===== src/rtl/ccs_pkg.sv =====
package ccs_pkg;

    typedef enum logic [2:0] {
        ST_IDLE,
        ST_ARB,
        ST_STROBE,
        ST_GAP,
        ST_FINISH
    } seq_st_e;

    typedef enum logic [2:0] {
        ACT_ACCESS,
        ACT_MON,
        ACT_Z,
        ACT_C,
        ACT_LAM,
        ACT_INH_CLR,
        ACT_INH_SET,
        ACT_NONE
    } seq_act_e;

    localparam int STAT_W   = 5;
    localparam int STAT_Q   = 0;
    localparam int STAT_X   = 1;
    localparam int STAT_TMO = 2;
    localparam int STAT_PAR = 3;
    localparam int STAT_VLD = 4;

endpackage


===== src/rtl/ccs_classify.sv =====
module ccs_classify
    import ccs_pkg::*;
#(
    parameter int NW        = 5,
    parameter int AW        = 4,
    parameter int FW        = 5,
    parameter int LAST_SLOT = 24,
    parameter int CTL_LOW   = 28,
    parameter int CTL_HIGH  = 30
) (
    input  logic [NW-1:0] n,
    input  logic [AW-1:0] a,
    input  logic [FW-1:0] f,
    output seq_act_e      act
);
    localparam logic [NW-1:0] N_LAST = NW'(LAST_SLOT);
    localparam logic [NW-1:0] N_LOW  = NW'(CTL_LOW);
    localparam logic [NW-1:0] N_HIGH = NW'(CTL_HIGH);

    logic is_f0a0;
    logic is_f26;
    logic is_f24;

    always_comb begin
        is_f0a0 = (f == '0) && (a == '0);
        is_f26  = (f == FW'(26));
        is_f24  = (f == FW'(24));
        act     = ACT_NONE;
        if (n != '0 && n <= N_LAST) begin
            act = ACT_ACCESS;
        end else if (n == N_LOW) begin
            if (is_f0a0)                         act = ACT_MON;
            else if (is_f26 && a == AW'(8))      act = ACT_Z;
            else if (is_f26 && a == AW'(9))      act = ACT_C;
        end else if (n == N_HIGH) begin
            if (is_f0a0)                         act = ACT_LAM;
            else if (is_f24 && a == AW'(9))      act = ACT_INH_CLR;
            else if (is_f26 && a == AW'(9))      act = ACT_INH_SET;
        end
    end

endmodule


===== src/rtl/ccs_timer.sv =====
module ccs_timer #(
    parameter int CW = 8
) (
    input  logic          clk,
    input  logic          rst_n,
    input  logic          load,
    input  logic [CW-1:0] load_val,
    input  logic          dec,
    output logic          last
);
    logic [CW-1:0] cnt_d, cnt_q;

    always_comb begin
        cnt_d = cnt_q;
        if (load)                    cnt_d = load_val;
        else if (dec && cnt_q != '0) cnt_d = cnt_q - 1'b1;
    end

    always_ff @(posedge clk or negedge rst_n) begin
        if (!rst_n) cnt_q <= '0;
        else        cnt_q <= cnt_d;
    end

    assign last = (cnt_q == CW'(1));

endmodule


===== src/rtl/dataway_seq.sv =====
module dataway_seq
    import ccs_pkg::*;
#(
    parameter int DW          = 24,
    parameter int NW          = 5,
    parameter int AW          = 4,
    parameter int FW          = 5,
    parameter int BUSY_CYC    = 5,
    parameter int RETRY_GAP   = 50,
    parameter int ARB_TIMEOUT = 255,
    parameter int MAX_RETRY   = 3
) (
    input  logic              clk,
    input  logic              rst_n,
    input  logic              ser_req,
    input  logic [NW-1:0]     ser_n,
    input  logic [AW-1:0]     ser_a,
    input  logic [FW-1:0]     ser_f,
    input  logic [DW-1:0]     ser_wdata,
    input  logic              ser_retry,
    input  logic              ser_perr,
    input  logic              par_req,
    input  logic [NW-1:0]     par_n,
    input  logic [AW-1:0]     par_a,
    input  logic [FW-1:0]     par_f,
    input  logic [DW-1:0]     par_wdata,
    output logic              bus_req,
    input  logic              bus_gnt,
    output logic              dw_busy,
    output logic              dw_z,
    output logic              dw_c,
    output logic [NW-1:0]     dw_n,
    output logic [AW-1:0]     dw_a,
    output logic [FW-1:0]     dw_f,
    output logic [DW-1:0]     dw_wdata,
    input  logic [DW-1:0]     dw_rdata,
    input  logic              dw_q,
    input  logic              dw_x,
    input  logic [DW-1:0]     lam_word,
    input  logic [DW-1:0]     mon_word,
    output logic              inhibit,
    output logic              done,
    output logic              done_par,
    output logic [DW-1:0]     result,
    output logic [STAT_W-1:0] status
);
    localparam int TMAX_A = (BUSY_CYC > RETRY_GAP) ? BUSY_CYC : RETRY_GAP;
    localparam int TMAX   = (TMAX_A > ARB_TIMEOUT) ? TMAX_A : ARB_TIMEOUT;
    localparam int CW     = $clog2(TMAX + 1);
    localparam int RW     = $clog2(MAX_RETRY + 1) < 1 ? 1 : $clog2(MAX_RETRY + 1);

    typedef struct packed {
        seq_st_e           st;
        seq_act_e          act;
        logic              par;
        logic              retry;
        logic [RW-1:0]     left;
        logic [NW-1:0]     n;
        logic [AW-1:0]     a;
        logic [FW-1:0]     f;
        logic [DW-1:0]     wdata;
        logic              q;
        logic              x;
        logic              tmo;
        logic              perr;
        logic [DW-1:0]     res;
        logic              inh;
        logic              done;
        logic              done_par;
        logic [DW-1:0]     out_res;
        logic [STAT_W-1:0] out_stat;
    } seq_regs_s;

    seq_regs_s r_d, r_q;

    logic [NW-1:0] sel_n;
    logic [AW-1:0] sel_a;
    logic [FW-1:0] sel_f;
    logic [DW-1:0] sel_wdata;
    seq_act_e      sel_act;

    logic          t_load;
    logic [CW-1:0] t_val;
    logic          t_dec;
    logic          t_last;

    assign sel_n     = ser_req ? ser_n     : par_n;
    assign sel_a     = ser_req ? ser_a     : par_a;
    assign sel_f     = ser_req ? ser_f     : par_f;
    assign sel_wdata = ser_req ? ser_wdata : par_wdata;

    ccs_classify #(
        .NW (NW),
        .AW (AW),
        .FW (FW)
    ) u_cls (
        .n   (sel_n),
        .a   (sel_a),
        .f   (sel_f),
        .act (sel_act)
    );

    ccs_timer #(
        .CW (CW)
    ) u_tmr (
        .clk      (clk),
        .rst_n    (rst_n),
        .load     (t_load),
        .load_val (t_val),
        .dec      (t_dec),
        .last     (t_last)
    );

    always_comb begin
        r_d      = r_q;
        r_d.done = 1'b0;
        t_load   = 1'b0;
        t_val    = '0;
        t_dec    = 1'b0;
        unique case (r_q.st)
            ST_IDLE: begin
                if (ser_req || par_req) begin
                    r_d.par   = !ser_req;
                    r_d.retry = ser_req && ser_retry;
                    r_d.left  = RW'(MAX_RETRY);
                    r_d.n     = sel_n;
                    r_d.a     = sel_a;
                    r_d.f     = sel_f;
                    r_d.wdata = sel_wdata;
                    r_d.act   = sel_act;
                    r_d.q     = 1'b0;
                    r_d.x     = 1'b0;
                    r_d.tmo   = 1'b0;
                    r_d.perr  = 1'b0;
                    r_d.res   = '0;
                    r_d.st    = ST_FINISH;
                    if (ser_req && ser_perr) begin
                        r_d.perr = 1'b1;
                        r_d.act  = ACT_NONE;
                    end else begin
                        unique case (sel_act)
                            ACT_ACCESS, ACT_C: begin
                                r_d.st = ST_ARB;
                                t_load = 1'b1;
                                t_val  = CW'(ARB_TIMEOUT);
                            end
                            ACT_Z: begin
                                r_d.st = ST_STROBE;
                                t_load = 1'b1;
                                t_val  = CW'(BUSY_CYC);
                            end
                            ACT_MON: begin
                                r_d.res = mon_word;
                                r_d.x   = 1'b1;
                            end
                            ACT_LAM: begin
                                r_d.res = lam_word;
                                r_d.q   = 1'b1;
                                r_d.x   = 1'b1;
                            end
                            ACT_INH_CLR: begin
                                r_d.inh = 1'b0;
                                r_d.x   = 1'b1;
                            end
                            ACT_INH_SET: begin
                                r_d.inh = 1'b1;
                                r_d.x   = 1'b1;
                            end
                            default: ;
                        endcase
                    end
                end
            end
            ST_ARB: begin
                if (bus_gnt) begin
                    r_d.st = ST_STROBE;
                    t_load = 1'b1;
                    t_val  = CW'(BUSY_CYC);
                end else if (t_last) begin
                    r_d.tmo = 1'b1;
                    r_d.st  = ST_FINISH;
                end else begin
                    t_dec = 1'b1;
                end
            end
            ST_STROBE: begin
                if (t_last) begin
                    r_d.st = ST_FINISH;
                    if (r_q.act == ACT_ACCESS) begin
                        r_d.q   = dw_q;
                        r_d.x   = dw_x;
                        r_d.res = dw_rdata;
                        if (r_q.retry && !dw_q && r_q.left != '0) begin
                            r_d.left = r_q.left - 1'b1;
                            r_d.st   = ST_GAP;
                            t_load   = 1'b1;
                            t_val    = CW'(RETRY_GAP);
                        end
                    end else begin
                        r_d.x = 1'b1;
                    end
                end else begin
                    t_dec = 1'b1;
                end
            end
            ST_GAP: begin
                if (t_last) begin
                    r_d.st = ST_STROBE;
                    t_load = 1'b1;
                    t_val  = CW'(BUSY_CYC);
                end else begin
                    t_dec = 1'b1;
                end
            end
            ST_FINISH: begin
                r_d.done     = 1'b1;
                r_d.done_par = r_q.par;
                r_d.out_res  = r_q.res;
                r_d.out_stat = '0;
                r_d.out_stat[STAT_Q]   = r_q.q;
                r_d.out_stat[STAT_X]   = r_q.x;
                r_d.out_stat[STAT_TMO] = r_q.tmo;
                r_d.out_stat[STAT_PAR] = r_q.perr;
                r_d.out_stat[STAT_VLD] = 1'b1;
                r_d.st       = ST_IDLE;
            end
            default: r_d.st = ST_IDLE;
        endcase
    end

    always_ff @(posedge clk or negedge rst_n) begin
        if (!rst_n) begin
            r_q     <= '0;
            r_q.st  <= ST_IDLE;
            r_q.act <= ACT_NONE;
            r_q.inh <= 1'b1;
        end else begin
            r_q <= r_d;
        end
    end

    assign dw_busy  = (r_q.st == ST_STROBE);
    assign dw_z     = dw_busy && (r_q.act == ACT_Z);
    assign dw_c     = dw_busy && (r_q.act == ACT_C);
    assign bus_req  = (r_q.st == ST_ARB) || (r_q.st == ST_GAP) ||
                      (dw_busy && r_q.act != ACT_Z);
    assign dw_n     = r_q.n;
    assign dw_a     = r_q.a;
    assign dw_f     = r_q.f;
    assign dw_wdata = r_q.wdata;
    assign inhibit  = r_q.inh;
    assign done     = r_q.done;
    assign done_par = r_q.done_par;
    assign result   = r_q.out_res;
    assign status   = r_q.out_stat;

endmodule


===== config.mk =====
export PLATFORM = sky130hd
export DESIGN_NAME = dataway_seq
export DESIGN_NICKNAME = d
export VERILOG_FILES = /design/src/rtl/ccs_pkg.sv /design/src/rtl/ccs_classify.sv /design/src/rtl/ccs_timer.sv /design/src/rtl/dataway_seq.sv
export SDC_FILE = /design/constraint.sdc
export NUM_CORES = 1
export LEC_CHECK = 0
export ABC_AREA = 1
export BUFFER_PORTS_ARGS = -buffer_cell sky130_fd_sc_hd__buf_2
export CORE_MARGIN = 4
export CORE_UTILIZATION = 50
export CTS_CLUSTER_SIZE = 25
export DETAILED_ROUTE_END_ITERATION = 10
export PLACE_DENSITY = 0.79
export SLEW_MARGIN = 15
export SYNTH_ARGS = -nofsm -noshare
export SYNTH_HDL_FRONTEND = slang
export SYNTH_SLANG_ARGS = --single-unit

===== constraint.sdc =====
create_clock -name clk -period 2.3 [get_ports clk]
set_input_delay 0.23 -clock clk [delete_from_list [all_inputs] [get_ports clk]]
set_output_delay 0.23 -clock clk [all_outputs]
set_load 0.01 [all_outputs]

Yosys cells after proc, flatten, opt, wreduce, memory -nomap -nowiden
Cells that the tools add are included.
- register bits after elaboration: 116
- input port bits: 157
- output and inout port bits: 74
- logic and storage cells: 162
- add/sub/neg operators: 2
- magnitude comparators: 1
- equality and inequality tests: 28
- mux-type cells: 69
- bitwise gates (word level): 1
- reduce and logical (&&, ||, !) cells: 41
- operator list (operator ; count):
    case mux 24 bit (2 select lines) ; 2
    2-to-1 mux 77 bit ; 1
    2-to-1 mux 24 bit ; 3
    2-to-1 mux 3 bit ; 18
    2-to-1 mux 8 bit ; 4
    case mux 8 bit (4 select lines) ; 1
    2-to-1 mux 31 bit ; 1
    2-to-1 mux 25 bit ; 1
    equality test 5 bit (second input constant) ; 4
    equality test 3 x 2 -> 1 bit (second input constant) ; 6
    2-to-1 mux 1 bit ; 18
    2-to-1 mux 6 bit ; 3
    case mux 8 bit (2 select lines) ; 1
    AND reduction 4 bit ; 4
    logical AND 1 bit ; 13
    equality test 3 bit (second input constant) ; 4
    case mux 3 bit (4 select lines) ; 1
    2-to-1 mux 2 bit ; 5
    2-to-1 mux 5 bit ; 2
    nonzero test 2 bit ; 5
    logical NOT 3 bit ; 3
    equality test 4 bit (second input constant) ; 2
    equality test 8 x 1 -> 1 bit (second input constant) ; 1
    inequality test 2 bit (second input constant) ; 4
    25 further kinds ; 35

Longest topological paths before layout
- word-level depth: 16
- mapped depth: 19

Modules after synthesis
A second synthesis with hierarchy kept.
- cell total of the unflattened synthesis: 972
- area, all modules: 6919.1 um^2
- by module, submodules not included (module ; instances ; cells each ; area each (um^2) ; sequential area each (um^2)):
    dataway_seq ; 1 ; 834 ; 6077.1 ; 2707.6
    ccs_timer ; 1 ; 90 ; 633.1 ; 200.2
    ccs_classify ; 1 ; 48 ; 209.0 ; 0.0

Worst setup path after synthesis
No wires, ideal clock.
- path type: register -> register
- start: register r_q[104] (netlist bit)
- end: register u_tmr.cnt_q[1]
- library setup time: 117 ps
- arrival: 1748 ps
- data required time: 2183 ps
- path slack: 435 ps
- cell stages (with the launch flop): 11
- clock period less this slack: 1865 ps
- cell sequence: dfstp_2 > nor3_1 > inv_1 > nor4_1 > nand2_1 > nor2_1 > inv_1 > nand4_1 > nand2_1 > nand2_1 > nand2_1
- cells in the longest elaborated chain, start to end: 5
- ends and longest elaborated chain (what ; RTL line ; RTL):
    start, declared ; dataway_seq.sv:74 ; seq_regs_s r_d, r_q;
    start signal, assigned ; dataway_seq.sv:238 ; r_q <= r_d;
    logical NOT 3 bit * ; dataway_seq.sv:189 ; if (r_q.act == ACT_ACCESS) begin
    2-to-1 mux 6 bit or 2-to-1 mux 1 bit (tied branches) ; dataway_seq.sv:189 ;
    2-to-1 mux 6 bit or 2-to-1 mux 1 bit (tied branches) ; dataway_seq.sv:187 ; if (t_last) begin
    case mux 8 bit (4 select lines) or case mux 1 bit (4 select lines) (tied branches) ; dataway_seq.sv:120 ; unique case (r_q.st)
    2-to-1 mux 8 bit or nonzero test 2 bit (tied branches) ; -- ;
    end signal, assigned ; ccs_timer.sv:21 ; else cnt_q <= cnt_d;
    end, declared ; ccs_timer.sv:11 ; logic [CW-1:0] cnt_d, cnt_q;
Every way passes the cells marked *; elsewhere a longest branch is shown, timed or not.
A chain may end at the register's enable or synchronous reset.

Worst setup path after layout
- start: register r_q[106] (netlist bit)
- end: register r_q[44] (netlist bit)
- cells in the longest elaborated chain, start to end: 3
- ends and longest elaborated chain (what ; RTL line):
    equality test 3 x 2 -> 1 bit or logical NOT 3 bit (tied branches) ; dataway_seq.sv:120
    inequality test 2 x 1 -> 1 bit (no line) (tied with other cells) ; --
    AND reduction 4 bit (no line) ; --
Parallel ways exist; a longest one is shown, timed or not.

==> reports/qor.csv <==
stage,metric,value,unit
sta,Final Max Slew Viols,0,
sta,RSZ-0062 raised after global routing,false,
sta,max_slew headroom,66.0,%
clocking,clk buf depth,2,
setup_path,maximum fanout along the worst path,14,
cells_and_area,fin area,8470,sq um
sta,Slew @ Worst Pin,0.510,ns
cells_and_area,layout cells sized above 1,36.0,%
pwr,Leak Pwr,4.42,nW
floorplanning,Top Ports,231,
route,Highest Signal Layer,met4,
yosys,"Seq/Total Area, Yosys",42.5,%
yosys,Synth Area in Compound Gates,15.0,%
clocking,CTS root buf,clkbuf_16,
route,antenna-violating nets left,0,
grt,total congestion overflow,0,
yosys,Adder-Cell Fraction of Synth Area,0.548,%
grt,vias in the first global route,6059,
pwr,maximum VDD drop,0.890,mV
grt,first-pass GRT wire length,29500,um
setup_path,Worst Setup End Kind,flop,
placement,post-placement cell area,7760,sq um
pwr,power density cells,1330,nW/um^2
hold_path,Hold WC Path Type,in -> reg,
flow_run,# Max-Cap Violations,0,
floorplanning,die width,125,um
route,First DRT Iteration DRCs,425,
placement,Port Buffers,230,
yosys,xor and xnor area share after synthesis,0.895,%
sta,final setup vio count,0,
yosys,mux cell area share after synthesis,0,%
clocking,Num CTS Buffers,17,
yosys,syn avg cell area,8.04,sq um
yosys,Ys Warns,0,
setup_path,CP startpoint kind,flop,
cells_and_area,fillers,1179,
cells_and_area,# diodes,0,
sta,crit share post-route,91.8,%
yosys,cell area after synthesis,6850,sq um
cells_and_area,"Net count, final",1183,
cells_and_area,Area Growth Syn to Fin,23.8,%
route,WL/cell,14.9,um
route,DRT Wirelength,18100,um
yosys,number of flops mapped to enable cells by yosys,0,
floorplanning,DIE AREA,15600,sq um
yosys,register bit total from synthesis,116,
setup_path,Required @ worst endpoint,2.61,ns
yosys,Cells after Synth,852,
yosys,Synth top area share,40.9,%
sta,Final Hold Vio Count,0,
route,iteration count of the initial detailed-routing pass,4,
yosys,Synth area leaders,"dfrtp_1, nand2_1, buf_4, inv_1, nor2_1",
placement,HPWL after DPL,13000,um
sta,f_max,474,MHz
setup_path,Setup Crit Path Kind,reg -> reg,
yosys,simple-gate area share of the yosys netlist,25.6,%
sta,clk_skew,0.00912,ns
clocking,clk_lat worst skew,0.41,ns
grt,gr usage total,23.2,%
placement,Placer Congestion,0.871,
clocking,CTS tree,built,
yosys,post-synth net total,1012,
route,met1 wire length,7710,um
yosys,largest family of logic cells by synthesized area,simple AND/OR/NAND/NOR gates,
route,routed length on met2,8760,um
floorplanning,Die Ht,125,um
route,via count,6119,
clocking,Worst-path clk slew,0.05,ns
grt,initial antenna violation count,0,
clocking,H-tree Lvls,4,
outcome,status,completed,
sta,TNS Setup,0,ns
route,vias per cell,5.05,
route,met3 wire length,1010,um
grt,pin count of the biggest net entering global routing,80,
yosys,ys flop type,dfrtp_1,
yosys,Async SR Flop Fraction,100,%
floorplanning,Initial Utilization,51.3,%
clocking,CTS Sinks,116,
setup_path,Worst Path Arrival,2.42,ns
route,DR DRC count,0,
yosys,"Distinct cells, synth",45,
floorplanning,Core Area,13300,sq um
yosys,"area leader, netlist",dfrtp_1,
floorplanning,standard-cell rows,42,
sta,minimum clock period,2.11,ns
==> where the power goes <==
group	switching (mW)	internal [mW]	total (mW)	leakage [nW]
registers	0.466	3.08	3.54	1.41
logic	2.84	1.85	4.69	2.67
clock network	0.952	2.10	3.05	0.333
total	4.26	7.03	11.3	4.42
==> per-layer routing <==
layer  vias up  global-route usage (%)
li1       3023                       -
met1      2846                    30.1
met2       207                    37.3
met3        43                    5.50
met4         0                    9.95
met5         -                       0
==> what timing repair did <==
action / in CTS / in global routing
setup endpoints to repair: 0 / 2
endpoints found under the hold margin: 35 / 0
buffers inserted: 0 / 2
hold buffers: 1 / 0
resized for setup: 0 / 4
==> synth_stat cells, types with 5 or more instances <==
library cell  instances
nand2_1             211
dfrtp_1             112
inv_1                83
nor2_1               80
buf_4                67
o21ai_0              57
a21oi_1              35
o31ai_1              24
nand3_2              23
nand3_1              22
clkbuf_1             21
a22oi_2              20
nand2_2              11
buf_2                 7
inv_2                 7
nand4_1               7
nor2_2                6
a22oi_1               5
==> cell usage in the layout (no fill, tap or decap), types with 3 or more instances in the layout <==
master	instances
o21ai_0	56
dfstp_2	4
xor2_1	4
o31ai_1	24
nor2_1	79
ha_1	3
clkbuf_16	17
inv_2	8
o21ai_1	3
xnor2_1	3
nand2_1	211
buf_2	229
o21ai_2	3
nor3_1	3
bufinv_16	6
buf_4	18
a22oi_1	5
nor2_2	7
buf_12	7
nor4_1	3
a21oi_1	35
nand4_1	7
a22oi_2	20
nand2_4	4
inv_1	82
nand2_2	11
nand3_2	24
nand3_1	21
dfrtp_1	112
inv_6	3
==> critical path, cell delays in order, from the launching register on <==
cell      delay, ns
dfrtp_1        0.39
nor2_1         0.17
inv_1          0.07
nor2_1         0.09
inv_1          0.12
nor2_4         0.18
a21oi_1        0.10
nor2_2         0.22
clkinv_1       0.13
buf_6          0.18
a21oi_1        0.15
nand3_1        0.12
nand2_1        0.07
inv_1          0.04
==> area by class of cell <==
cell class                 instances  area [sq um]  area share (%)
sequential                       116          2910            34.3
clock inverter                    11           220            2.60
inverter                          91           342            4.03
tap                              176           220            2.60
multi-input combinational        541          2880            34.0
clock buffer                      21           460            5.43
timing repair buffer             256          1440            17.0
==> final timing paths <==
path	from	end	slack, ns	cells past startpoint
min in group asynchronous	rst_n	dw_wdata[9]	0.33	2
setup / recovery	r_q[106]	r_q[44]	0.19	13
hold reg to reg	status[1]	status[1]	0.47	2
setup reg to reg	r_q[106]	r_q[44]	0.19	13
max in group asynchronous	rst_n	r_q[104]	1.13	3
hold / removal	ser_retry	r_q[100]	0.06	3
==> logic make-up after synthesis <==
family                   after synthesis
AO/OA/AOI/OAI                        154
AND/OR/NAND/NOR                      377
buffers and inverters                195
flip-flops                           116
adder cells (fa/ha/maj)                3
XOR/XNOR                               7
==> sequential cells by signal, summed over array words and instances (netlist names) <==
| name | flops |
|---|---|
| r_q | 38 |
| dw_wdata | 24 |
| result | 24 |
| u_tmr.cnt_q | 8 |
| dw_f | 5 |
| dw_n | 5 |
| status | 5 |
| dw_a | 4 |
| done | 1 |
| done_par | 1 |
| inhibit | 1 |
==> per-stage QoR <==
step	hold slack, ns	util [%]	cells	total power, mW	setup slack [ns]
after global placement	0.236	58.1	1177	8.08	0.131
after CTS	0.0439	63.3	1210	11.3	0.109
after global routing	0.0551	63.5	1212	12.1	0.0274
after floorplan	-0.0656	-	852	7.30	0.435
final	0.0560	63.5	1212	11.3	0.188
after detailed placement	0.236	58.1	1177	8.20	0.0950
(Power assumes the default switching activity.)
